### config.mk
export PLATFORM = sky130hd
export DESIGN_NAME = cmdif_top
export DESIGN_NICKNAME = d
export VERILOG_FILES = /design/src/rtl/cmdif_pkg.sv /design/src/rtl/cmdif_sync_edge.sv /design/src/rtl/cmdif_frame_fsm.sv /design/src/rtl/cmdif_regbank.sv /design/src/rtl/cmdif_top.sv
export SDC_FILE = /design/constraint.sdc
export NUM_CORES = 1
export LEC_CHECK = 0
export ABC_AREA = 1
export CORE_MARGIN = 8
export CORE_UTILIZATION = 45
export DETAILED_ROUTE_END_ITERATION = 10
export DONT_BUFFER_PORTS = 1
export REMOVE_ABC_BUFFERS = 1
export SLEW_MARGIN = 15
export SYNTH_ARGS = -nofsm -noshare
export SYNTH_HDL_FRONTEND = slang
export SYNTH_HIERARCHICAL = 1
export SYNTH_SLANG_ARGS = --single-unit
### constraint.sdc
create_clock -name clk -period 3 [get_ports clk]
set_input_delay 0.6 -clock clk [delete_from_list [all_inputs] [get_ports clk]]
set_output_delay 0.6 -clock clk [all_outputs]
set_load 0.03 [all_outputs]
### src/rtl/cmdif_pkg.sv
package cmdif_pkg;

    localparam logic [1:0] MODE_WRITE  = 2'b00;
    localparam logic [1:0] MODE_READ   = 2'b01;
    localparam logic [1:0] MODE_DIRECT = 2'b11;

    localparam logic [5:0] CMD_CLR_WAKE  = 6'd0;
    localparam logic [5:0] CMD_RSSI_RST  = 6'd1;
    localparam logic [5:0] CMD_TRIM      = 6'd2;
    localparam logic [5:0] CMD_CLR_FALSE = 6'd3;
    localparam logic [5:0] CMD_PRESET    = 6'd4;

    typedef enum logic [1:0] {
        ST_IDLE  = 2'd0,
        ST_SHIFT = 2'd1,
        ST_EXEC  = 2'd2
    } fsm_e;

    // Default register contents: a ramp in steps of 0x11, counter register zero.
    function automatic logic [7:0] reg_default(input int idx, input int cnt_idx);
        return (idx == cnt_idx) ? 8'h00 : 8'(idx * 17);
    endfunction

endpackage

### src/rtl/cmdif_sync_edge.sv
module cmdif_sync_edge #(
    parameter int STAGES = 2
) (
    input  logic clk,
    input  logic rst_n,
    input  logic d,
    output logic lvl,
    output logic rise,
    output logic fall
);
    logic [STAGES-1:0] sh;
    logic              prev;

    always_ff @(posedge clk or negedge rst_n) begin
        if (!rst_n) begin
            sh   <= '0;
            prev <= 1'b0;
        end else begin
            sh   <= {sh[STAGES-2:0], d};
            prev <= sh[STAGES-1];
        end
    end

    always_comb begin
        lvl  = sh[STAGES-1];
        rise = sh[STAGES-1] & ~prev;
        fall = ~sh[STAGES-1] & prev;
    end
endmodule

### src/rtl/cmdif_frame_fsm.sv
module cmdif_frame_fsm
    import cmdif_pkg::*;
#(
    parameter int DW = 8,
    parameter int AW = 6
) (
    input  logic          clk,
    input  logic          rst_n,
    input  logic          cs_rise,
    input  logic          cs_fall,
    input  logic          sclk_fall,
    input  logic          sdi_bit,
    input  logic [DW-1:0] rd_data,
    output logic          exec_v,
    output logic [1:0]    exec_mode,
    output logic [AW-1:0] exec_code,
    output logic [DW-1:0] exec_data,
    output logic [AW-1:0] rd_addr,
    output logic          sdo
);
    localparam int HB = 2 + AW;
    localparam int FB = HB + DW;
    localparam int CW = $clog2(FB + 1);
    localparam logic [CW-1:0] HB_C  = CW'(HB);
    localparam logic [CW-1:0] HB1_C = CW'(HB - 1);
    localparam logic [CW-1:0] FB_C  = CW'(FB);

    fsm_e          state, state_nx;
    logic [CW-1:0] cnt;
    logic [HB-1:0] hdr;
    logic [DW-1:0] sr;
    logic [DW-1:0] tx;
    logic          ld;
    logic [1:0]    mode;
    logic          frame_ok;
    logic          start;

    assign mode     = hdr[HB-1 -: 2];
    assign frame_ok = ((mode == MODE_DIRECT) && (cnt >= HB_C)) ||
                      ((mode == MODE_WRITE)  && (cnt == FB_C));
    assign start    = (state_nx == ST_SHIFT) && (state != ST_SHIFT);

    always_comb begin
        state_nx = state;
        unique case (state)
            ST_IDLE:  if (cs_rise) state_nx = ST_SHIFT;
            ST_SHIFT: if (cs_fall) state_nx = frame_ok ? ST_EXEC : ST_IDLE;
            ST_EXEC:  state_nx = cs_rise ? ST_SHIFT : ST_IDLE;
            default:  state_nx = ST_IDLE;
        endcase
    end

    always_ff @(posedge clk or negedge rst_n) begin
        if (!rst_n) state <= ST_IDLE;
        else        state <= state_nx;
    end

    // Bit capture: header first, then data byte.
    always_ff @(posedge clk or negedge rst_n) begin
        if (!rst_n) begin
            cnt <= '0;
            hdr <= '0;
            sr  <= '0;
            ld  <= 1'b0;
        end else begin
            ld <= 1'b0;
            if (start) begin
                cnt <= '0;
                sr  <= '0;
            end else if (state == ST_SHIFT && sclk_fall && cnt < FB_C) begin
                cnt <= cnt + 1'b1;
                if (cnt < HB_C) hdr <= {hdr[HB-2:0], sdi_bit};
                else            sr  <= {sr[DW-2:0], sdi_bit};
                if (cnt == HB1_C) ld <= 1'b1;
            end
        end
    end

    // Read shifter: loaded after the header, advanced on each later falling edge.
    always_ff @(posedge clk or negedge rst_n) begin
        if (!rst_n) begin
            tx <= '0;
        end else if (start) begin
            tx <= '0;
        end else if (state == ST_SHIFT) begin
            if (ld && mode == MODE_READ)       tx <= rd_data;
            else if (sclk_fall && cnt >= HB_C) tx <= {tx[DW-2:0], 1'b0};
        end
    end

    always_comb begin
        exec_v    = (state == ST_EXEC);
        exec_mode = mode;
        exec_code = hdr[AW-1:0];
        exec_data = sr;
        rd_addr   = hdr[AW-1:0];
        sdo       = (state == ST_SHIFT) && (mode == MODE_READ) &&
                    (cnt >= HB_C) && tx[DW-1];
    end

    assert_short_discard_R6: assert property (@(posedge clk) disable iff (!rst_n)
        (state == ST_SHIFT && cs_fall && cnt < HB_C) |=> (state == ST_IDLE));

    assert_exec_leave_R2: assert property (@(posedge clk) disable iff (!rst_n)
        (state == ST_EXEC) |=> (state != ST_EXEC));
endmodule

### src/rtl/cmdif_regbank.sv
module cmdif_regbank
    import cmdif_pkg::*;
#(
    parameter int NREGS   = 14,
    parameter int DW      = 8,
    parameter int AW      = 6,
    parameter int CNT_IDX = 13
) (
    input  logic                clk,
    input  logic                rst_n,
    input  logic                exec_v,
    input  logic [1:0]          exec_mode,
    input  logic [AW-1:0]       exec_code,
    input  logic [DW-1:0]       exec_data,
    input  logic [AW-1:0]       rd_addr,
    output logic [DW-1:0]       rd_data,
    input  logic                wake_set,
    input  logic                false_wake,
    output logic                wake,
    output logic                rssi_rst,
    output logic                trim_req,
    output logic [NREGS*DW-1:0] cfg_flat
);
    localparam int IW = $clog2(NREGS);
    localparam logic [AW-1:0] NREGS_A = AW'(NREGS);

    logic [DW-1:0] regs [NREGS];
    logic is_dir, is_wr, do_preset, do_clr_false, do_clr_wake;

    assign is_dir       = exec_v && (exec_mode == MODE_DIRECT);
    assign is_wr        = exec_v && (exec_mode == MODE_WRITE);
    assign do_preset    = is_dir && (exec_code == CMD_PRESET);
    assign do_clr_false = is_dir && (exec_code == CMD_CLR_FALSE);
    assign do_clr_wake  = is_dir && (exec_code == CMD_CLR_WAKE);

    for (genvar g = 0; g < NREGS; g++) begin : g_reg
        if (g == CNT_IDX) begin : g_cnt
            always_ff @(posedge clk or negedge rst_n) begin
                if (!rst_n)                                regs[g] <= DW'(reg_default(g, CNT_IDX));
                else if (do_preset)                        regs[g] <= DW'(reg_default(g, CNT_IDX));
                else if (is_wr && exec_code == AW'(g))     regs[g] <= exec_data;
                else if (do_clr_false)                     regs[g] <= '0;
                else if (false_wake && regs[g] != '1)      regs[g] <= regs[g] + 1'b1;
            end
        end else begin : g_cfg
            always_ff @(posedge clk or negedge rst_n) begin
                if (!rst_n)                                regs[g] <= DW'(reg_default(g, CNT_IDX));
                else if (do_preset)                        regs[g] <= DW'(reg_default(g, CNT_IDX));
                else if (is_wr && exec_code == AW'(g))     regs[g] <= exec_data;
            end
        end
        assign cfg_flat[g*DW +: DW] = regs[g];
    end

    always_ff @(posedge clk or negedge rst_n) begin
        if (!rst_n) begin
            wake     <= 1'b0;
            rssi_rst <= 1'b0;
            trim_req <= 1'b0;
        end else begin
            if (do_clr_wake)   wake <= 1'b0;
            else if (wake_set) wake <= 1'b1;
            rssi_rst <= is_dir && (exec_code == CMD_RSSI_RST);
            trim_req <= is_dir && (exec_code == CMD_TRIM);
        end
    end

    assign rd_data = (rd_addr < NREGS_A) ? regs[rd_addr[IW-1:0]] : '0;

    assert_sat_R10: assert property (@(posedge clk) disable iff (!rst_n)
        (regs[CNT_IDX] == '1 && !exec_v) |=> (regs[CNT_IDX] == '1));

    assert_wake_clear_R9: assert property (@(posedge clk) disable iff (!rst_n)
        do_clr_wake |=> !wake);

    assert_rssi_width_R8: assert property (@(posedge clk) disable iff (!rst_n)
        rssi_rst |=> !rssi_rst);

    assert_trim_width_R8: assert property (@(posedge clk) disable iff (!rst_n)
        trim_req |=> !trim_req);
endmodule

### src/rtl/cmdif_top.sv
module cmdif_top
    import cmdif_pkg::*;
#(
    parameter int NREGS       = 14,
    parameter int DW          = 8,
    parameter int AW          = 6,
    parameter int SYNC_STAGES = 2,
    parameter int CNT_IDX     = 13
) (
    input  logic                clk,
    input  logic                rst_n,
    input  logic                cs,
    input  logic                sclk,
    input  logic                sdi,
    output logic                sdo,
    input  logic                wake_set,
    input  logic                false_wake,
    output logic                wake,
    output logic                rssi_rst,
    output logic                trim_req,
    output logic [NREGS*DW-1:0] cfg_flat
);
    localparam int NIN = 3;

    logic [NIN-1:0] raw_in, lvl, rise, fall;
    logic           exec_v;
    logic [1:0]     exec_mode;
    logic [AW-1:0]  exec_code, rd_addr;
    logic [DW-1:0]  exec_data, rd_data;

    assign raw_in = {sdi, sclk, cs};

    for (genvar i = 0; i < NIN; i++) begin : g_sync
        cmdif_sync_edge #(.STAGES(SYNC_STAGES)) sync_i (
            .clk  (clk),
            .rst_n(rst_n),
            .d    (raw_in[i]),
            .lvl  (lvl[i]),
            .rise (rise[i]),
            .fall (fall[i])
        );
    end

    cmdif_frame_fsm #(.DW(DW), .AW(AW)) fsm_i (
        .clk      (clk),
        .rst_n    (rst_n),
        .cs_rise  (rise[0]),
        .cs_fall  (fall[0]),
        .sclk_fall(fall[1]),
        .sdi_bit  (lvl[2]),
        .rd_data  (rd_data),
        .exec_v   (exec_v),
        .exec_mode(exec_mode),
        .exec_code(exec_code),
        .exec_data(exec_data),
        .rd_addr  (rd_addr),
        .sdo      (sdo)
    );

    cmdif_regbank #(.NREGS(NREGS), .DW(DW), .AW(AW), .CNT_IDX(CNT_IDX)) bank_i (
        .clk       (clk),
        .rst_n     (rst_n),
        .exec_v    (exec_v),
        .exec_mode (exec_mode),
        .exec_code (exec_code),
        .exec_data (exec_data),
        .rd_addr   (rd_addr),
        .rd_data   (rd_data),
        .wake_set  (wake_set),
        .false_wake(false_wake),
        .wake      (wake),
        .rssi_rst  (rssi_rst),
        .trim_req  (trim_req),
        .cfg_flat  (cfg_flat)
    );
endmodule

* Word-level counts from Yosys, hierarchy flattened
Index checks and enable logic that the tools add are counted.
Storage, ports and cells: input port bits 7, logic and storage cells 176, register bits 155, output and inout bits 116
Operators by class: reduce and logical (&&, ||, !) cells 57, muxes and demuxes 53, bitwise operators 8, $add $sub $neg 2, eq/ne operators 23, magnitude comparators 5
Operators with widths (number):
- 8-bit two-way mux | 40
- 6-bit by 4-bit == test with 1-bit output (second input constant) | 6
- 8-bit binary-select mux with 4-bit select | 1
- 1-bit logical AND | 32
- 2-bit nonzero test | 16
- 6-bit by 3-bit == test with 1-bit output (second input constant) | 4
- 6-bit by 2-bit == test with 1-bit output (second input constant) | 2
- 5-bit two-way mux | 2
- 8-bit by 1-bit adder with 8-bit output (second input constant) | 1
- 8-bit inequality test (second input constant) | 1
- 2-bit by 1-bit == test with 1-bit output (second input constant) | 3
- 6-bit by 1-bit == test with 1-bit output (second input constant) | 1
- 6-bit zero test | 1
- 6-bit by 4-bit < comparator with 1-bit output (second input constant) | 1
- 1-bit two-way mux | 6
- 2-bit two-way mux | 3
- 2-bit one-hot mux with 3 select lines | 1
- 5-bit by 1-bit adder with 5-bit output (second input constant) | 1
- 5-bit by 3-bit == test with 1-bit output (second input constant) | 1
- 5-bit == test (second input constant) | 1
- 5-bit by 4-bit >= comparator with 1-bit output (second input constant) | 1
- 5-bit >= comparator (second input constant) | 1
- 5-bit by 4-bit < comparator with 1-bit output (second input constant) | 1
- 5-bit < comparator (second input constant) | 1
- 11 further kinds | 20

* Logic depth before layout (Yosys ltp)
Gate-level depths: netlist of the first run.
depth in word-level cells 10, mapped depth 15, mapped depth without buffers 12

* Cells and area by module
The synthesis of the first run kept the hierarchy.
Modules (own cells, without submodules):
- cmdif_regbank | times used 1, area an instance 6053.3 µm², seq. area each 2932.8 µm², cells an instance 803
- cmdif_frame_fsm | times used 1, area an instance 1671.6 µm², seq. area each 800.8 µm², cells an instance 209
- cmdif_sync_edge | times used 3, area an instance 90.1 µm², seq. area each 75.1 µm², cells an instance 7

* Worst setup path after synthesis of the first run
OpenSTA, ideal clock, no wires.
path kind register to output, start register fsm_i.cnt[3], end output port sdo, path buffers 0, arrival time 1366 ps, cell stages (with the launch flop) 5, path slack 1034 ps, data required time 2400 ps, cells stage by stage dfrtp_1 -> inv_1 -> nand2_4 -> inv_1 -> nor3_1
Between the ends: cells in the longest elaborated chain, start to end 3
Ends and longest elaborated chain:
- start, declared | RTL line cmdif_frame_fsm.sv:29 | logic [CW-1:0] cnt;
- start signal, assigned | RTL line cmdif_frame_fsm.sv:71 | cnt <= cnt + 1'b1;
- 5-bit by 4-bit >= comparator with 1-bit output | RTL line cmdif_frame_fsm.sv:98 | (cnt >= HB_C) && tx[DW-1];
- 1-bit logical AND | RTL line cmdif_frame_fsm.sv:97 | sdo = (state == ST_SHIFT) && (mode == MODE_READ) &&
- 1-bit logical AND | RTL line cmdif_frame_fsm.sv:98
- end, declared | RTL line cmdif_top.sv:15 | output logic sdo,
No other way between the ends.

* Worst setup path in the final report of the first run
Same ends and word-level chain as after synthesis.

==> flow_results.org, run 1 <==
** Run status
- The run finished, with violations left.
- Failing checks :: hold timing

** Routing
- For this block, the via count after detailed routing is 6684.
- The pre-antenna-repair detailed-routing pass consisted of 5 iterations.
- The detailed router finished its first iteration with 563 violations.
- Via density per instance :: 5.351
- Sum of routed wire length over all layers :: 24030 um
- The detail route stage leaves a number of antenna-violating nets equal to 0.
- In the final routed layout, each cell accounts on average for 19.24 um.
- DRC viols :: 0

** GRT
- Initial antenna violation count :: 1
- Vias in the first global route :: 6079
- Entering global routing, the biggest net connects 156 pins.
- Global routing used 21.63% of the available tracks.
- Global routing finished with a remaining overflow of 0.
- The first global-routing pass estimated 36740 um of wire.

** Timing
- Setup violations remaining at the end of the flow were counted as 0.
- The final hold violation count is 111.
- Tightest Pin Transition :: 1064 ps
- Setup slack of the critical path after layout :: 704.9 ps
- Final sum of negative setup slack :: 0 ps
- Across all hold checks on the routed design, the worst slack comes to -141.0 ps.
- Of the available clock period, the critical path in the final layout requires 76.50%.
- Clock skew after layout :: 10.29 ps
- Count of pins over their slew limit :: 0
- Setup repair after global routing left no endpoint under its margin.
- Counting I/O delays and the setup requirement, the final critical path takes 2295 ps.
- Headroom to the max-slew limit came out at 28.62%.
- Timing-limited maximum frequency :: 435.7 MHz

** Yosys
- Synthesized instance count :: 1026
- Average cell area after synthesis :: 7.746 um2
- Count of yosys warnings during synthesis :: 6
- Post-synthesis instance area :: 7948 um2

** Power and ir drop
- Maximum VDD drop :: 0.4401 mV
- Static leakage power :: 3.923 nW
- Power density over cell area :: 725.2 nW/um2

** Floorplanning
- After floorplanning, the core was sized to cover 17300 um2.
- From bottom edge to top edge, the die measures 148.9 um.
- The initial utilization of the core area, before any placement, comes to 45.95%.
- The floorplan has 48 rows.
- 123 I/O pins were placed.
- The floorplan step defined a die boundary enclosing 22170 um2.
- Die outline width :: 148.9 um

** Clock tree
- The H-tree generated during clock tree synthesis spans 4 levels.
- Clock input transition at the sequential cells of the worst setup and hold paths :: 70 ps
- For this design, the sink count on the clock tree is 155.
- The number of gates resized after CTS was 0.
- The cell sitting at the root of the clock tree is a sky130_fd_sc_hd__clkbuf_16.
- Once the clock tree was built, the setup fixing pass inserted 0 buffers.
- Num CTS Buffers :: 17
- Maximum root-to-sink buffer count :: 2
- Clock latency on the worst-skew pair :: 430 ps
- TritonCTS built the clock tree.

** Setup path
- Crit. End Element :: output pin
- The setup path with the least slack is of type flip-flop to output pin.
- Cell Chain, Critical Path :: inv_1 -> nand2_4 -> inv_1 -> nor3_1 -> buf_4
- Required time of the critical path :: 2400 ps
- Slowest Stage Delay on Critical Path :: 420 ps
- CP dominant cell by count :: sky130_fd_sc_hd__inv_1
- Counting both buffers and inverters, the worst setup path holds a total of 3.
- Among cell families on the critical path, the largest total delay comes from buffers and inverters.
- Startpoint types :: flip-flop
- Of all nets on the critical path, the largest fanout is 9.
- CP max-delay cell :: sky130_fd_sc_hd__dfrtp_1
- Crit path DAT :: 1700 ps

** Final layout
- In the layout the commonest cells are 344 x sky130_fd_sc_hd__nand2_1, 133 x sky130_fd_sc_hd__o21ai_0, 110 x sky130_fd_sc_hd__dfrtp_1.
- Most common cell after layout, fill and taps aside :: sky130_fd_sc_hd__nand2_1
- With fillers left out, the area of the finished cells amounts to 8648 um2.
- Fraction of final layout cells with drive strength greater than 1 :: 13.78%
- Final cell count without fillers :: 1249
- The net count of the finished layout is 1020.
- Synthesis-to-layout area growth :: 8.816%

** Worst hold path
- Min-Delay Path Class :: input port to asynchronous set/reset pin

** Placement
- Post-place setup slack :: 851.0 ps
- The wire-length estimate of the detail-placed layout is 16620 um.
- The congestion estimate from routability-driven global placement came to 0.9079.
- In this run the cell area measured after placement is 8041 um2.
- IO buf count :: 0
- Post-placement cell count :: 1216

** Run
- Max-capacitance violation count :: 0
==> metrics by stage <==
stage	util (%)	power (W)
after detailed placement	46.49	0.004073
final	50.00	0.006271
after floorplan	-	0.003501
after global routing	49.99	0.006589
after CTS	49.99	0.006294
after global placement	46.49	0.004058
==> per-layer routing <==
metal  track usage [%]  share of wire (%)  vias up
li1                  -                  -     3257
met4             7.976                1.8        2
met3             6.311                8.3       29
met1             28.45                 44     3164
met5                 0              0.054        -
met2             33.19                 46      232
==> flip-flops by register name (all words and copies together) (netlist names) <==
| name | cells |
|---|---|
| bank_i/wake | 1 |
| bank_i/rssi_rst | 1 |
| fsm_i/tx | 8 |
| bank_i/trim_req | 1 |
| fsm_i/state | 2 |
| g_sync.sync_i/sh | 6 |
| fsm_i/exec_data | 8 |
| bank_i/cfg_flat | 112 |
| fsm_i/cnt | 5 |
| fsm_i/ld | 1 |
| g_sync.sync_i/prev | 2 |
| fsm_i/hdr | 8 |
==> worst paths after layout <==
kind | from | to | slack, ps | cells past startpoint
worst max register to register | fsm_i/hdr[0]$_DFFE_PN0P_ | fsm_i/tx[2]$_DFFE_PN0P_ | 840 | 12
worst min-delay path | rst_n | bank_i/cfg_flat[59]$_DFFE_PN0P_ | -140 | 0
worst min register to register | g_sync[0].sync_i/sh[0]$_DFF_PN0_ | g_sync[0].sync_i/sh[1]$_DFF_PN0_ | 350 | 0
min in group clk | sdi | g_sync[2].sync_i/sh[0]$_DFF_PN0_ | 200 | 0
max in group asynchronous | rst_n | bank_i/cfg_flat[89]$_DFFE_PN1P_ | 2760 | 0
worst max-delay path | fsm_i/cnt[3]$_DFFE_PN0P_ | sdo | 700 | 5
==> where the power goes <==
| group | switching, W | leakage, nW | internal [W] |
|---|---|---|---|
| Combinational | 0.00113 | 1.67 | 0.000497 |
| Sequential | 0.000245 | 1.96 | 0.00218 |
| Clock | 0.000912 | 0.288 | 0.00130 |
==> area by class of cell <==
| type | instances | area, um2 |
|---|---|---|
| antenna | 1 | 2.502 |
| inverter | 82 | 310.3 |
| clock buffer | 21 | 470.5 |
| fill | 1715 | 8648 |
| tap | 225 | 281.5 |
| timing repair buffer | 11 | 95.09 |
| clock inverter | 11 | 133.9 |
| multi-input combinational | 743 | 3420 |
| sequential | 155 | 3935 |
No activity file was read; power rests on OpenSTA's default activity.
==> inputs of run 2 (changes only) <==
==> constraint.sdc (replaced) <==
create_clock -name clk -period 1.9 [get_ports clk]
set_input_delay 0.38 -clock clk [delete_from_list [all_inputs] [get_ports clk]]
set_output_delay 0.38 -clock clk [all_outputs]
set_load 0.03 [all_outputs]
==> run 2 against run 1 <==
Against the previous run:
- the flow still finishes with violations (hold timing)
- sequential share of layout area down 6.5 points
- first-iteration DRC count increased by 23%
- critical path depth increased by 3
- final cell count grew 11%
- clock skew increased by 2.1 ps
- design area up 17%
- die area stayed put
- via count increased by 11%
- core utilization grew 8.3 points
- sequential power grew 51%
- combinational power is 120% higher
- routed wire length grew 7.2%
- largest cell class unchanged
- largest power group unchanged
- highest routed layer is now met4
==> flow_results.org, run 2 (synthesis gave the netlist of run 1 again) <==
** Clock tree
- The clock input transition at the sequential cells of the worst setup and hold paths was 60 ps (about the same).
- Maximum root-to-sink buffer count :: 2 (unchanged)
- Number of H-tree levels :: 4 (unchanged)
- Hold repair after CTS inserted 3 buffers.
- TritonCTS built the clock tree.
- The latest clock arrival within the worst-skew pair came to 440 ps (about the same).
- CTS root buf :: sky130_fd_sc_hd__clkbuf_16
- Num CTS Buffers :: 17 (unchanged)
- Sinks on the clock net :: 155 (unchanged)

** Power and ir drop
- Share of total power in combinational logic :: 34.4% (+8.4 points)
- The reported net switching power came to 0.003923 W (+72%).
- The power share of the clock group is 30.8% (-4.5 points).
- Static leakage power :: 4.706 nW (+20%)
- Maximum VDD drop :: 0.7610 mV (+73%)
- Proportion of power drawn by flip-flops and latches :: 34.8% (-3.9 points)
- Sw frac :: 37.11% (+0.64 points)
- The total power per unit cell area is 1048 nW/um2 (+45%).
- The cell internal power dissipation is 0.006647 W (+67%).

** Setup path
- Highest fanout seen on the critical path :: 7 (-2)
- Reg2reg path depth :: 8 (-4)
- Crit path DAT :: 2160 ps (+460 ps)
- Crit. End Element :: flip-flop
- The worst setup path is launched from a flip-flop.
- The reg-to-reg setup timing slack was 40 ps (-800 ps).
- The worst endpoint required time was 2190 ps (-210 ps).
- Reg-to-reg endpoint :: bank_i/cfg_flat[0]$_DFFE_PN0P_
- The worst register-to-register path begins at fsm_i/hdr[0]$_DFFE_PN0P_.
- Setup CP Type :: flip-flop to flip-flop

** Floorplanning
- Initial standard-cell utilization of the core :: 45.95% (unchanged)
- Number of rows in the core area :: 48 (unchanged)
- The count of pins on the block boundary was 123 (unchanged).
- Die outline width :: 148.9 um (unchanged)
- Height of the die :: 148.9 um (unchanged)
- Area enclosed by the die boundary :: 22170 um2 (unchanged)
- The core footprint is 17300 um2 (unchanged).

** GRT
- Overall global routing resource usage :: 22.50% (+0.87 points)
- The number of antenna violations at the first check in global routing was 0 (-1).
- The first-pass GRT wire length came to 38590 um (+5.1%).
- Vias in the first global route :: 6738 (+11%)
- The total grt overflow came to 0 (unchanged).
- Pin count of the biggest net entering global routing :: 156 (unchanged)

** Timing
- RSZ-0062 raised after global routing :: true
- Setup slack of the critical path after layout :: 35.86 ps (-669.0 ps)
- Final Critical Period :: 1864 ps
- Tightest Pin Transition :: 590.0 ps (-473.6 ps)
- The final clock skew came to 12.43 ps (+2.148 ps).
- Period utilization :: 98.11%
- Timing-limited maximum frequency :: 536.4 MHz
- The number of setup violations in the final report was 0 (unchanged).
- The number of max-slew violations in the final report is 0 (unchanged).
- The headroom to the max-slew limit was 60.52% (+32 points).
- Count of final hold-check violations :: 155 (+40%)
- Worst hold-check slack :: -364.3 ps (-223.4 ps)
- Final sum of negative setup slack :: 0 ps (unchanged)

** Routing
- Antenna-violating nets left :: 0 (unchanged)
- Sum of routed wire length over all layers :: 25760 um (+7.2%)
- The per-cell routed wire length was 18.52 um (-3.7%).
- Via density per instance :: 5.343 (-0.16%)
- Detailed Routing Iterations Pass 1 :: 7 (+2)
- The amount of wire on met2 after detailed routing was 12000 um (+9.3%).
- The detailed-route DRC error count is 0 (unchanged).
- Met1 wire length :: 11020 um (+3.9%)
- Signal routing reaches up to met4.
- Total vias in the final route :: 7432 (+11%)
- Drt initial violations :: 693 (+23%)
- Met3 wirelength from detailed routing :: 2105 um (+4.9%)

** Run
- The count of max-cap constraint violations came to 0 (unchanged).

** Final layout
- The top cell types in the final layout, fill and taps aside, are 331 x sky130_fd_sc_hd__nand2_1, 129 x sky130_fd_sc_hd__buf_4, 116 x sky130_fd_sc_hd__o21ai_0.
- The share of cells above drive strength 1 came to 27.44% (+14 points).
- Net count reported at finish :: 1163 (+14%)
- Final cell count without fillers :: 1391 (+11%)
- Synthesis-to-layout area growth :: 26.90%
- The fraction of the core area covered by cells at the end of the flow was 58.31% (+8.3 points).
- The library cell used most frequently in the layout, excluding fill and tap cells, is sky130_fd_sc_hd__nand2_1.
- Number of inserted diodes :: 0 (-1)
- The number of flip-flops in the largest register is 112 (unchanged).

** Placement
- The worst slack after detailed placement came to 6.574 ps (-844.4 ps).
- IO buf count :: 0 (unchanged)
- The placed cell count was 1333 (+9.6%).
- GP Congestion :: 0.9305 (+2.5%)
- The final HPWL from detailed placement came to 17740 um (+6.8%).

** Worst hold path
- Min-Delay Path Class :: input port to asynchronous set/reset pin

** Run status
- The flow ran to the end, but the final reports show violations.
- The checks that failed: hold timing.
-- run 2: changes by cell type in the layout (fill, tap and decap cells not counted), sizes merged, moves of 2 or more --
cell | before | now
buf | 11 | 145
clkinvlp | 3 | 15
inv | 84 | 77
clkbuf | 21 | 25
dlygate4sd3 | 0 | 3
clkinv | 4 | 2
-- run 2: critical path, stage by stage (launching register included) --
cell	delay [ps]
sky130_fd_sc_hd__dfrtp_2	500
sky130_fd_sc_hd__buf_12	180
sky130_fd_sc_hd__inv_4	50
sky130_fd_sc_hd__nand3_4	80
sky130_fd_sc_hd__nor2_4	170
sky130_fd_sc_hd__nand2_8	90
sky130_fd_sc_hd__buf_12	160
sky130_fd_sc_hd__nand2_1	320
sky130_fd_sc_hd__o21ai_0	160
-- run 2: power by group through the flow --
stage / logic (W) / registers (W) / clock network [W]
after floorplan: 0.00159 / 0.00394 / 0
final: 0.00364 / 0.00368 / 0.00325
after CTS: 0.00315 / 0.00366 / 0.00330
after detailed placement: 0.00311 / 0.00371 / 0
after global routing: 0.00395 / 0.00370 / 0.00343
after global placement: 0.00311 / 0.00370 / 0
-- run 2: final cells by class --
class | count | area (um2)
Fill cell | 1564 | 7211
Sequential cell | 155 | 3936
Multi-Input combinational cell | 743 | 3603
Timing Repair Buffer | 150 | 1334
Clock buffer | 23 | 467.9
Inverter | 82 | 342.8
Tap cell | 225 | 281.5
Clock inverter | 9 | 90.09
Timing Repair inverter | 4 | 30.03
-- run 2: metrics by stage --
step | hold slack (ps) | total power, W | cell area (um2)
after detailed placement | 88.61 | 0.006825 | 9020
after global routing | -377.0 | 0.01108 | 10090
after floorplan | 84.41 | 0.005528 | 7664
final | -364.3 | 0.01057 | 10090
after CTS | -372.4 | 0.01011 | 9637
after global placement | 89.31 | 0.006813 | 9020
-- run 2: what timing repair did --
item                                    in CTS  in global routing
gates cloned                                 0                  6
endpoints found under the setup margin       4                 81
buffers inserted                             2                 15
endpoints found under the hold margin      158                155
pin swaps                                    0                 17
resized for setup                            4                 84
-- run 2: metal layers --
| layer | GRT usage (%) | up-vias |
|---|---|---|
| met5 | 0 | - |
| met4 | 8.935 | 0 |
| met3 | 5.795 | 44 |
| met2 | 34.14 | 281 |
| met1 | 30.16 | 3565 |
| li1 | - | 3542 |
-- run 2: worst max-delay path by stage --
stage,end,start,cells past startpoint
after global placement,bank_i/cfg_flat[86]$_DFFE_PN0P_,fsm_i/state[1]$_DFF_PN0_,10
after global routing,fsm_i/tx[1]$_DFFE_PN0P_,fsm_i/hdr[0]$_DFFE_PN0P_,14
after CTS,sdo,fsm_i/cnt[4]$_DFFE_PN0P_,5
after detailed placement,bank_i/cfg_flat[92]$_DFFE_PN1P_,fsm_i/state[1]$_DFF_PN0_,9
final,bank_i/cfg_flat[0]$_DFFE_PN0P_,fsm_i/hdr[0]$_DFFE_PN0P_,8
after floorplan,fsm_i/tx[1]$_DFFE_PN0P_,fsm_i/hdr[0]$_DFFE_PN0P_,11
==> inputs of run 3 (changes only) <==
--- a/config.mk
+++ b/config.mk
@@ -10,6 +10,8 @@
 export CORE_UTILIZATION = 45
 export DETAILED_ROUTE_END_ITERATION = 10
 export DONT_BUFFER_PORTS = 1
+export GPL_ROUTABILITY_DRIVEN = 0
+export RECOVER_POWER = 50
 export REMOVE_ABC_BUFFERS = 1
 export SLEW_MARGIN = 15
 export SYNTH_ARGS = -nofsm -noshare
==> run 3 against run 2 <==
Against the previous run:
- the flow still finishes with violations (hold timing)
- worst setup slack got worse by 7.6 ps
- global-route usage is the same
- sequential share of layout area increased by 0.31 points
- via count is essentially flat
- flip-flop and latch count unchanged
- critical path type unchanged
- fmax fell by 0.40%
- first-iteration DRC count is 1.6% lower
- clock-buffer cell count did not move
- hold slack improved by 0.76 ps
- power about the same
- combinational power hardly changed
- highest routed layer unchanged
- register-to-register slack hardly changed
==> flow_results.org, run 3 (synthesis gave the netlist of run 1 again) <==
** Setup path
- Highest fanout seen on the critical path :: 10 (+3)
- Startpoint types :: flip-flop
- Setup CP Type :: flip-flop to flip-flop
- Crit path DAT :: 2170 ps (about the same)
- The worst endpoint required time was 2190 ps (about the same).
- STA classifies the critical path endpoint as a flip-flop.

** Timing
- The minimum clock period after layout came to 1872 ps (+7.568 ps).
- Setup slack of the critical path after layout :: 28.30 ps (-7.568 ps)
- The final clock skew is 10.33 ps (-2.103 ps).
- Final sum of negative setup slack :: 0 ps (unchanged)
- Timing-limited maximum frequency :: 534.3 MHz (-0.40%)
- Count of final hold-check violations :: 155 (unchanged)
- Count of pins over their slew limit :: 0 (unchanged)
- RSZ-0062 raised after global routing :: true
- Period utilization :: 98.51% (+0.40 points)
- Tightest Pin Transition :: 593.7 ps (+3.676 ps)
- The headroom to the max-slew limit came to 60.28% (-0.25 points).
- The worst hold-check slack is -363.6 ps (+0.7570 ps).
- The number of setup violations in the final report is 0 (unchanged).

** Final layout
- Leaving out fill and tap cells, the most frequent cell in the layout is sky130_fd_sc_hd__nand2_1.
- The top cell types in the final layout, fill and taps aside, are 331 x sky130_fd_sc_hd__nand2_1, 116 x sky130_fd_sc_hd__o21ai_0, 110 x sky130_fd_sc_hd__dfrtp_1.
- Fill cells :: 1583 (+1.2%)
- The sequential cell area in the final layout came to 3935 um2 (about the same).
- Synthesis-to-layout area growth :: 25.85%
- Net count reported at finish :: 1163 (unchanged)
- Multi-input gate area :: 3603 um2 (unchanged)
- Flip-flop count of the largest register after layout :: 112 (unchanged)
- Share of the core filled with cells in the final layout :: 57.83% (-0.48 points)
- Fraction of final layout cells with drive strength greater than 1 :: 25.47% (-2.0 points)
- The number of diodes added for antenna fixing is 0 (unchanged).

** Placement
- The worst slack after detailed placement is 6.574 ps (unchanged).
- The number of buffer cells added on primary ports was 0 (unchanged).
- The final HPWL from detailed placement came to 17740 um (unchanged).

** Floorplanning
- Die outline width :: 148.9 um (unchanged)
- Height of the die :: 148.9 um (unchanged)
- The initial cell density of the core was 45.95% (unchanged).
- The number of rows in the core area was 48 (unchanged).
- Core ar. :: 17300 um2 (unchanged)
- The floorplan die area was 22170 um2 (unchanged).
- IO Count :: 123 (unchanged)

** Routing
- The iteration count of the initial detailed-routing pass was 5 (-2).
- Total vias in the final route :: 7439 (+0.094%)
- The detailed-route DRC error count is 0 (unchanged).
- The total length of routed wires came to 25830 um (+0.27%).
- The post-detailed-route via-to-cell ratio was 5.348 (about the same).
- Antenna-violating nets left :: 0 (unchanged)
- The DRC violation total after the first TritonRoute iteration came to 682 (-1.6%).
- The per-cell routed wire length is 18.57 um (+0.27%).

** GRT
- The maximum number of pins on one net before global-route repair was 156 (unchanged).
- The total grt overflow came to 0 (unchanged).
- Vias in the first global route :: 6738 (unchanged)
- The total track usage came to 22.50% (unchanged).
- Initial antenna violation count :: 0 (unchanged)
- First-pass GRT wire length :: 38590 um (unchanged)

** Clock tree
- Sinks on the clock net :: 155 (unchanged)
- Clock input transition at the sequential cells of the worst setup and hold paths :: 60 ps (about the same)
- The cts-stage hold buffer count is 3 (unchanged).
- The H-tree level count was 4 (unchanged).
- Num CTS Buffers :: 17 (unchanged)
- TritonCTS built the clock tree.
- The latest clock arrival within the worst-skew pair was 430 ps (about the same).
- Maximum root-to-sink buffer count :: 2 (unchanged)
- CTS root buf :: sky130_fd_sc_hd__clkbuf_16

** Power and ir drop
- Clock power share :: 30.7% (about the same)
- Static leakage power :: 4.614 nW (-2.0%)
- The reported net switching power was 0.003927 W (+0.11%).
- Cell internal pwr :: 0.006645 W (about the same)
- Sw frac :: 37.15% (about the same)
- Maximum VDD drop :: 0.7560 mV (-0.66%)
- The part of the total power dissipated in sequential elements came to 34.8% (about the same).
- The combinational power share came to 34.5% (about the same).
- The total power per unit cell area came to 1057 nW/um2 (+0.86%).

** Run
- The count of max-cap constraint violations is 0 (unchanged).

** Run status
- Status :: complete, but fails checks
- Failing checks :: hold timing

** Worst hold path
- The tightest min-delay check is of the input port to asynchronous set/reset pin type.
[run 3: power by group through the flow]
stage                     clock network, W  logic [W]  registers [W]
after global placement                   0    0.00311        0.00370
after floorplan                          0    0.00159        0.00394
after detailed placement                 0    0.00311        0.00371
final                              0.00325    0.00365        0.00367
after global routing               0.00343    0.00395        0.00370
after CTS                          0.00330    0.00315        0.00366
[run 3: worst paths after layout]
path,slack [ps],cells after the start,endpoint,from
worst min-delay path,-360,0,bank_i/cfg_flat[43]$_DFFE_PN0P_,rst_n
worst min register to register,350,0,g_sync[1].sync_i/sh[1]$_DFF_PN0_,g_sync[1].sync_i/sh[0]$_DFF_PN0_
worst max register to register,30,8,bank_i/cfg_flat[48]$_DFFE_PN0P_,fsm_i/hdr[1]$_DFFE_PN0P_
min in group clk,90,2,bank_i/wake$_DFFE_PN0P_,wake_set
max in group asynchronous,1960,0,bank_i/cfg_flat[71]$_DFFE_PN1P_,rst_n
worst max-delay path,30,8,bank_i/cfg_flat[48]$_DFFE_PN0P_,fsm_i/hdr[1]$_DFFE_PN0P_
[run 3: what timing repair did]
action | CTS | global route
resized for setup | 4 | 84
buffers inserted | 2 | 15
cloned | 0 | 6
setup endpoints to repair | 4 | 81
endpoints found under the hold margin | 158 | 155
pin swaps | 0 | 17
[run 3: routing by layer]
metal | track usage, % | share of wire (%)
met1 | 30.16 | 43
met2 | 34.14 | 47
met3 | 5.795 | 7.9
met4 | 8.935 | 2.6
met5 | 0 | 0
[run 3: layout make-up]
type                       instances  share of cell area (%)
sequential                       155                   39.34
multi-input combinational        743                   36.03
timing repair buffer             150                   12.51
clock buffer                      23                   4.679
inverter                          82                   3.428
tap                              225                   2.815
clock inverter                     9                  0.9007
timing repair inverter             4                  0.3002
[run 3: worst max-delay path, cell delays in order (launching register included)]
cell	delay (ps)
sky130_fd_sc_hd__dfrtp_1	460
sky130_fd_sc_hd__buf_6	190
sky130_fd_sc_hd__inv_4	90
sky130_fd_sc_hd__nand3_4	80
sky130_fd_sc_hd__nor2_4	170
sky130_fd_sc_hd__nand2_8	90
sky130_fd_sc_hd__buf_12	160
sky130_fd_sc_hd__nand2_1	320
sky130_fd_sc_hd__o21ai_0	170
[run 3: through the flow]
step                      power (W)  cell area, um2  instances  hold WS [ps]
after floorplan            0.005528            7664        980         84.41
after global placement     0.006813            9020       1333         89.31
after detailed placement   0.006825            9020       1333         88.61
after CTS                   0.01011            9637       1370        -372.4
after global routing        0.01108           10000       1391        -377.0
final                       0.01057           10000       1391        -363.6
